===== config.mk =====
export PLATFORM = sky130hd
export DESIGN_NAME = ipi_startup_seq
export DESIGN_NICKNAME = d
export VERILOG_FILES = /design/src/rtl/ipi_seq_pkg.sv /design/src/rtl/ipi_cmd_decode.sv /design/src/rtl/ipi_fanout.sv /design/src/rtl/ipi_boot_ctrl.sv /design/src/rtl/ipi_startup_seq.sv
export SDC_FILE = /design/constraint.sdc
export NUM_CORES = 1
export LEC_CHECK = 0
export BUFFER_PORTS_ARGS = -buffer_cell sky130_fd_sc_hd__buf_4
export CAP_MARGIN = 20
export CORE_AREA = 8 8 85 87
export CTS_BUF_LIST = sky130_fd_sc_hd__clkbuf_8
export DETAILED_ROUTE_END_ITERATION = 8
export DIE_AREA = 0 0 93 95
export PLACE_DENSITY_LB_ADDON = 0.15
export SYNTH_ARGS = -nofsm -noshare
export SYNTH_HDL_FRONTEND = slang
export SYNTH_SLANG_ARGS = --single-unit
export TNS_END_PERCENT = 20

===== constraint.sdc =====
create_clock -name clk -period 4.6 [get_ports clk]
set_input_delay 0.69 -clock clk [delete_from_list [all_inputs] [get_ports clk]]
set_output_delay 0.69 -clock clk [all_outputs]
set_load 0.02 [all_outputs]

===== src/rtl/ipi_seq_pkg.sv =====
// Package: shared field positions, mode codes and boot-state type for the
// IPI sequencer. Assumes a 64-bit command word with the layout in the brief.
package ipi_seq_pkg;

    localparam int VEC_LSB   = 0;
    localparam int MODE_LSB  = 8;
    localparam int LEVEL_BIT = 14;
    localparam int SH_LSB    = 18;
    localparam int PG_SHIFT  = 12;

    localparam logic [2:0] DM_FIXED = 3'b000;
    localparam logic [2:0] DM_NMI   = 3'b100;
    localparam logic [2:0] DM_INIT  = 3'b101;
    localparam logic [2:0] DM_START = 3'b110;

    localparam logic [1:0] SH_EXPL  = 2'b00;
    localparam logic [1:0] SH_SELF  = 2'b01;
    localparam logic [1:0] SH_ALL   = 2'b10;
    localparam logic [1:0] SH_OTHER = 2'b11;

    typedef enum logic [1:0] {
        BOOT_HELD = 2'd0,
        BOOT_WAIT = 2'd1,
        BOOT_RUN  = 2'd2
    } boot_e;

    typedef struct packed {
        logic [7:0]  vec;
        logic [2:0]  mode;
        logic        level;
        logic [1:0]  shorthand;
        logic [31:0] dest;
    } cmd_fields_t;

endpackage


===== src/rtl/ipi_cmd_decode.sv =====
// Module: ipi_cmd_decode
// Holds the legacy high half and splits the effective command into fields.
// Assumes hi_wr and send are not raised together; field layout from package.
module ipi_cmd_decode
    import ipi_seq_pkg::*;
#(
    parameter int NPROC = 8,
    localparam int IDXW = $clog2(NPROC)
) (
    input  logic              clk,
    input  logic              rst_n,
    input  logic              hi_wr,
    input  logic              x2_mode,
    input  logic [63:0]       cmd_word,
    output cmd_fields_t       fields,
    output logic              dest_ok,
    output logic              dest_nz,
    output logic [IDXW-1:0]   dest_idx
);

    logic [31:0] hi_q;
    logic [63:0] eff_word;

    // Store the high half on a legacy-mode high write.
    always_ff @(posedge clk) begin
        if (!rst_n) begin
            hi_q <= '0;
        end else if (hi_wr && !x2_mode) begin
            hi_q <= cmd_word[63:32];
        end
    end

    // Build the effective word and pull out each field.
    always_comb begin
        eff_word         = x2_mode ? cmd_word : {hi_q, cmd_word[31:0]};
        fields.vec       = eff_word[VEC_LSB +: 8];
        fields.mode      = eff_word[MODE_LSB +: 3];
        fields.level     = eff_word[LEVEL_BIT];
        fields.shorthand = eff_word[SH_LSB +: 2];
        fields.dest      = x2_mode ? eff_word[63:32] : {24'd0, eff_word[63:56]};
        dest_ok          = fields.dest < 32'(NPROC);
        dest_nz          = fields.dest != 32'd0;
        dest_idx         = fields.dest[IDXW-1:0];
    end

endmodule


===== src/rtl/ipi_fanout.sv =====
// Module: ipi_fanout
// Turns the destination shorthand into a per-processor target set.
// Assumes sender < NPROC; explicit destinations out of range give no target.
module ipi_fanout
    import ipi_seq_pkg::*;
#(
    parameter int NPROC = 8,
    localparam int IDXW = $clog2(NPROC)
) (
    input  logic [1:0]       shorthand,
    input  logic             dest_ok,
    input  logic [IDXW-1:0]  dest_idx,
    input  logic [IDXW-1:0]  sender,
    input  logic [NPROC-1:0] active_set,
    output logic [NPROC-1:0] tset
);

    for (genvar i = 0; i < NPROC; i++) begin : g_tgt
        // Decide whether processor i belongs to the target set.
        always_comb begin
            unique case (shorthand)
                SH_EXPL:  tset[i] = dest_ok && (dest_idx == IDXW'(i));
                SH_SELF:  tset[i] = (sender == IDXW'(i));
                SH_ALL:   tset[i] = active_set[i];
                default:  tset[i] = active_set[i] && (sender != IDXW'(i));
            endcase
        end
    end

endmodule


===== src/rtl/ipi_boot_ctrl.sv =====
// Module: ipi_boot_ctrl
// Per-processor boot state: held -> waiting -> running.
// Assumes the callers have already qualified sender and destination.
module ipi_boot_ctrl
    import ipi_seq_pkg::*;
#(
    parameter int NPROC = 8,
    localparam int IDXW = $clog2(NPROC)
) (
    input  logic             clk,
    input  logic             rst_n,
    input  logic             init_go,
    input  logic             start_go,
    input  logic [IDXW-1:0]  tgt_idx,
    output logic [NPROC-1:0] wait_mask,
    output logic [NPROC-1:0] run_mask
);

    for (genvar i = 0; i < NPROC; i++) begin : g_proc
        localparam boot_e RST_ST = (i == 0) ? BOOT_RUN : BOOT_HELD;
        boot_e st_q;
        logic  hit;

        assign hit = (tgt_idx == IDXW'(i));

        // Advance this processor's boot state on a qualified command.
        always_ff @(posedge clk) begin
            if (!rst_n) begin
                st_q <= RST_ST;
            end else if (init_go && hit && st_q == BOOT_HELD) begin
                st_q <= BOOT_WAIT;
            end else if (start_go && hit && st_q == BOOT_WAIT) begin
                st_q <= BOOT_RUN;
            end
        end

        assign wait_mask[i] = (st_q == BOOT_WAIT);
        assign run_mask[i]  = (st_q == BOOT_RUN);
    end

endmodule


===== src/rtl/ipi_startup_seq.sv =====
// Module: ipi_startup_seq (top)
// Decodes an interprocessor command, fans fixed/NMI deliveries out to a
// target set and runs the INIT/startup boot handshake. Outputs are
// registered one cycle after send. Assumes send and hi_wr are exclusive.
module ipi_startup_seq
    import ipi_seq_pkg::*;
#(
    parameter int NPROC = 8,
    localparam int IDXW  = $clog2(NPROC),
    localparam int ADDRW = 8 + PG_SHIFT
) (
    input  logic             clk,
    input  logic             rst_n,
    input  logic [63:0]      cmd_word,
    input  logic             send,
    input  logic             hi_wr,
    input  logic [IDXW-1:0]  sender,
    input  logic             x2_mode,
    input  logic [NPROC-1:0] active_mask,
    output logic [NPROC-1:0] intr_stb,
    output logic [7:0]       intr_vec,
    output logic [NPROC-1:0] nmi_stb,
    output logic             start_vld,
    output logic [IDXW-1:0]  start_tgt,
    output logic [ADDRW-1:0] start_addr,
    output logic             unhandled
);

    cmd_fields_t      f;
    logic             dest_ok, dest_nz;
    logic [IDXW-1:0]  dest_idx;
    logic [NPROC-1:0] tset, wait_mask, run_mask, active_set;
    logic             is_fixed, is_nmi, is_init, is_start;
    logic             boot_ok, init_drop, init_go, start_go, handled;

    ipi_cmd_decode #(.NPROC(NPROC)) u_dec (
        .clk      (clk),
        .rst_n    (rst_n),
        .hi_wr    (hi_wr),
        .x2_mode  (x2_mode),
        .cmd_word (cmd_word),
        .fields   (f),
        .dest_ok  (dest_ok),
        .dest_nz  (dest_nz),
        .dest_idx (dest_idx)
    );

    assign active_set = active_mask | run_mask;

    ipi_fanout #(.NPROC(NPROC)) u_fan (
        .shorthand  (f.shorthand),
        .dest_ok    (dest_ok),
        .dest_idx   (dest_idx),
        .sender     (sender),
        .active_set (active_set),
        .tset       (tset)
    );

    // Classify the command and qualify the boot handshake.
    always_comb begin
        is_fixed  = (f.mode == DM_FIXED);
        is_nmi    = (f.mode == DM_NMI);
        is_init   = (f.mode == DM_INIT);
        is_start  = (f.mode == DM_START);
        boot_ok   = (sender == '0) && dest_ok && dest_nz;
        init_drop = is_init && !f.level;
        init_go   = send && is_init && f.level && boot_ok;
        start_go  = send && is_start && boot_ok && wait_mask[dest_idx];
        handled   = is_fixed || is_nmi || init_drop
                    || (is_init && boot_ok) || (is_start && boot_ok);
    end

    ipi_boot_ctrl #(.NPROC(NPROC)) u_boot (
        .clk       (clk),
        .rst_n     (rst_n),
        .init_go   (init_go),
        .start_go  (start_go),
        .tgt_idx   (dest_idx),
        .wait_mask (wait_mask),
        .run_mask  (run_mask)
    );

    // Register the delivery strobes and startup request.
    always_ff @(posedge clk) begin
        if (!rst_n) begin
            intr_stb   <= '0;
            intr_vec   <= '0;
            nmi_stb    <= '0;
            start_vld  <= 1'b0;
            start_tgt  <= '0;
            start_addr <= '0;
            unhandled  <= 1'b0;
        end else begin
            intr_stb   <= (send && is_fixed) ? tset : '0;
            intr_vec   <= (send && is_fixed) ? f.vec : '0;
            nmi_stb    <= (send && is_nmi) ? tset : '0;
            start_vld  <= start_go;
            start_tgt  <= start_go ? dest_idx : '0;
            start_addr <= start_go ? {f.vec, {PG_SHIFT{1'b0}}} : '0;
            unhandled  <= send && !handled;
        end
    end

endmodule


==> reports/summary.txt <==
Worst hold margin: 0.464 ns
Power per cell area: 295 nW/um^2
Worst EP arrival: 2.82 ns
Setup-failing EPs final: 0
Core area: 5820 um^2
Clock sink count: 61
# port buffers: 98
Final WS setup: 1.98 ns
Boundary pin count: 129
Final Critical Period: 2.62 ns
Max-cap violations: 0
Critical path fanouts, max: 19
RePlAce Congestion: 0.837
Final-report max-slew violation count: 0
DRT iter0 DRCs: 234
Final Cycle Share: 0.569
Relative slew slack: 0.326
Initial antenna violation count: 0
DRC viols: 0
Post-Route Setup TNS: 0 ns
Worst Hold Class: reg2reg
Horiz. Die Dim: 93 um
TritonCTS buffer count: 9
CP Capture Type: flop
GR Overflow Total: 0
Synth Register Bits: 61
Layout cells sized above 1: 0.286
Post-cts resize count: 0
Yosys warns: 0
Die Area: 8840 um^2
# diodes: 0
Mean area per synthesized cell: 8.36 um^2
Final hold violation count: 0
Seq/Total Area, Yosys: 0.418
Cell chain of the critical path: buf_4 > o21ai_1 > a21boi_0 > a2bb2oi_1 > nor3b_1
Synthesis-to-layout area growth: 30.5%
Achievable Freq: 382 MHz
Row count: 28
Worst Path Buf+Inv: 1
M1 GR Usage: 0.216
TritonCTS clock tree: done
CP delay by family, top: compound AO/OA/AOI/OAI gates
Initial Util: 0.502
Worst EP required: 4.80 ns
Dpl hpwl: 6230 um
Worst ir drop on vdd: 0.197 mV
Main flop type after synthesis: dfxtp_1
Vias per inst: 5.51
Clock Root Buffer: clkbuf_8
RSZ-0062 raised after global routing: false
Pre-CTS WS: 1.60 ns
Setup Fix Bufs, Post-CTS: 0
Worst skew pair latency: 0.35 ns
Worst slew pin tran: 1.01 ns
CP max-delay cell: a2bb2oi_1
Pre-Repair DR Iteration Count: 4
Async SR Flop Fraction: 0
Gr usage total: 0.193
Grt met2 use: 0.326
Number of global-route vias before repair: 2784
Power, Total: 1120 uW
Maximum clock path buffer count: 2
Via count: 2859
Hold Buf Count CTS: 0
Global route hottest layer: met2
Die Y: 95 um
Largest net degree at the start of global routing: 33
Synth Instances: 349
First-pass GRT wire length: 13400 um
Setup crit start kind: input pin
Nets: 519
Leak: 0.00155 uW
Netlist Area Pre-Place: 2920 um^2
Post-synth cell types: 58
Number of synthesized flops with an enable pin: 0
WS Path Type: in2reg
CTS clk-pin slew, worst paths: 0.07 ns
Critical Path Max Stage Delay: 0.84 ns
M3 GR Usage: 0.0730
H-tree depth: 3
Drt wl/cell: 16.0 um
Status: finished, final reports clean
Antenna viol nets, final: 0
Fin Clk Skew: 0.00767 ns
Final wirelength: 8310 um
==> synthesized netlist by cell type, types with 3 or more instances <==
cell type / instances / area, um^2
nor3b_1: 15 / 113
and3_1: 4 / 25.0
nor2b_1: 7 / 43.8
o21ai_0: 14 / 70.1
inv_1: 12 / 45.0
or4_1: 3 / 22.5
a21boi_0: 10 / 75.1
nor2_1: 23 / 86.3
buf_4: 13 / 97.6
o31ai_1: 3 / 22.5
a21oi_1: 17 / 85.1
and2_1: 13 / 81.3
a31oi_1: 11 / 68.8
nor3_1: 8 / 40.0
dfxtp_1: 61 / 1220
nor4_1: 11 / 68.8
a22o_1: 4 / 35.0
nand2b_1: 6 / 37.5
nand4_1: 5 / 31.3
nand2_1: 44 / 165
buf_2: 3 / 15.0
clkbuf_1: 15 / 56.3
==> sequential cells by signal (all words and copies together) (netlist names) <==
name,count
start_vld,1
intr_vec,8
start_tgt,3
unhandled,1
intr_stb,8
u_boot.g_proc.st_q,16
u_dec.hi_q,8
start_addr,8
nmi_stb,8
==> routing by layer <==
layer | vias to the layer above | share of wire
li1 | 1397 | -
met1 | 1341 | 0.42
met2 | 109 | 0.49
met3 | 12 | 0.078
met4 | 0 | 0.014
met5 | - | 0
==> cell families (layout without fill, tap and decap cells) <==
group                  after synthesis  in the layout  synth area share
and+or+nand+nor                    158            158             0.300
DFF                                 61             61             0.418
muxes                                4              4            0.0154
AOI/OAI and AO/OA                   80             80             0.187
other                                1             12           0.00128
buffers and inverters               45            129            0.0784
==> worst register-to-register path: cells and delay by family (launching register included) <==
family	cells	cell delay (ns)
AND/OR/NAND/NOR	2	0.21
AO/OA/AOI/OAI	3	1.79
flip-flops	1	0.45
==> worst paths after layout <==
path,slack [ns],start,cells after the start,endpoint
min reg2reg,0.46,u_boot.g_proc[0].st_q[0],1,u_boot.g_proc[0].st_q[0]
min,0.46,u_boot.g_proc[0].st_q[0],1,u_boot.g_proc[0].st_q[0]
max,1.98,x2_mode,5,start_addr[12]
max reg2reg,2.00,u_dec.hi_q[25],5,start_addr[12]
==> cells in the final DEF (no fill, tap or decap), types with 3 or more instances in the layout <==
cell type,instances
a22o_1,4
o31ai_1,3
conb_1,12
clkbuf_8,9
inv_1,12
nand4_1,5
and2_1,13
nor2b_1,7
nor4_1,10
o21ai_0,14
nor3_1,8
nand2_1,44
nor3b_1,15
buf_4,101
nand2b_1,6
a21oi_1,17
dfxtp_1,61
nor2_1,23
a31oi_1,11
or4_1,3
a21boi_0,10
and3_1,4
==> area by class of cell <==
| type | count | area (um^2) |
|---|---|---|
| Inverter | 12 | 45.0 |
| Sequential cell | 61 | 1220 |
| Multi-Input combinational cell | 254 | 1520 |
| Timing Repair Buffer | 101 | 758 |
| Fill cell | 511 | 2010 |
| Tap cell | 75 | 93.8 |
| Clock buffer | 9 | 124 |
| Clock inverter | 7 | 51.3 |
==> per-stage QoR <==
stage           util  cells  instance area [um^2]
2_1_floorplan      -    360                  2960
3_3_place_gp   0.625    503                  3630
3_5_place_dp   0.625    503                  3630
4_1_cts        0.655    519                  3810
5_1_grt        0.655    519                  3810
6_report       0.655    519                  3810
==> where the power goes <==
group / total [uW] / internal, uW / switching [uW] / leakage (uW)
sequential: 537 / 533 / 3.48 / 0.000493
combinational: 154 / 65.9 / 88.0 / 0.000971
clock: 433 / 196 / 236 / 0.0000856
Note: power is estimated with default switching activity, not from simulation.
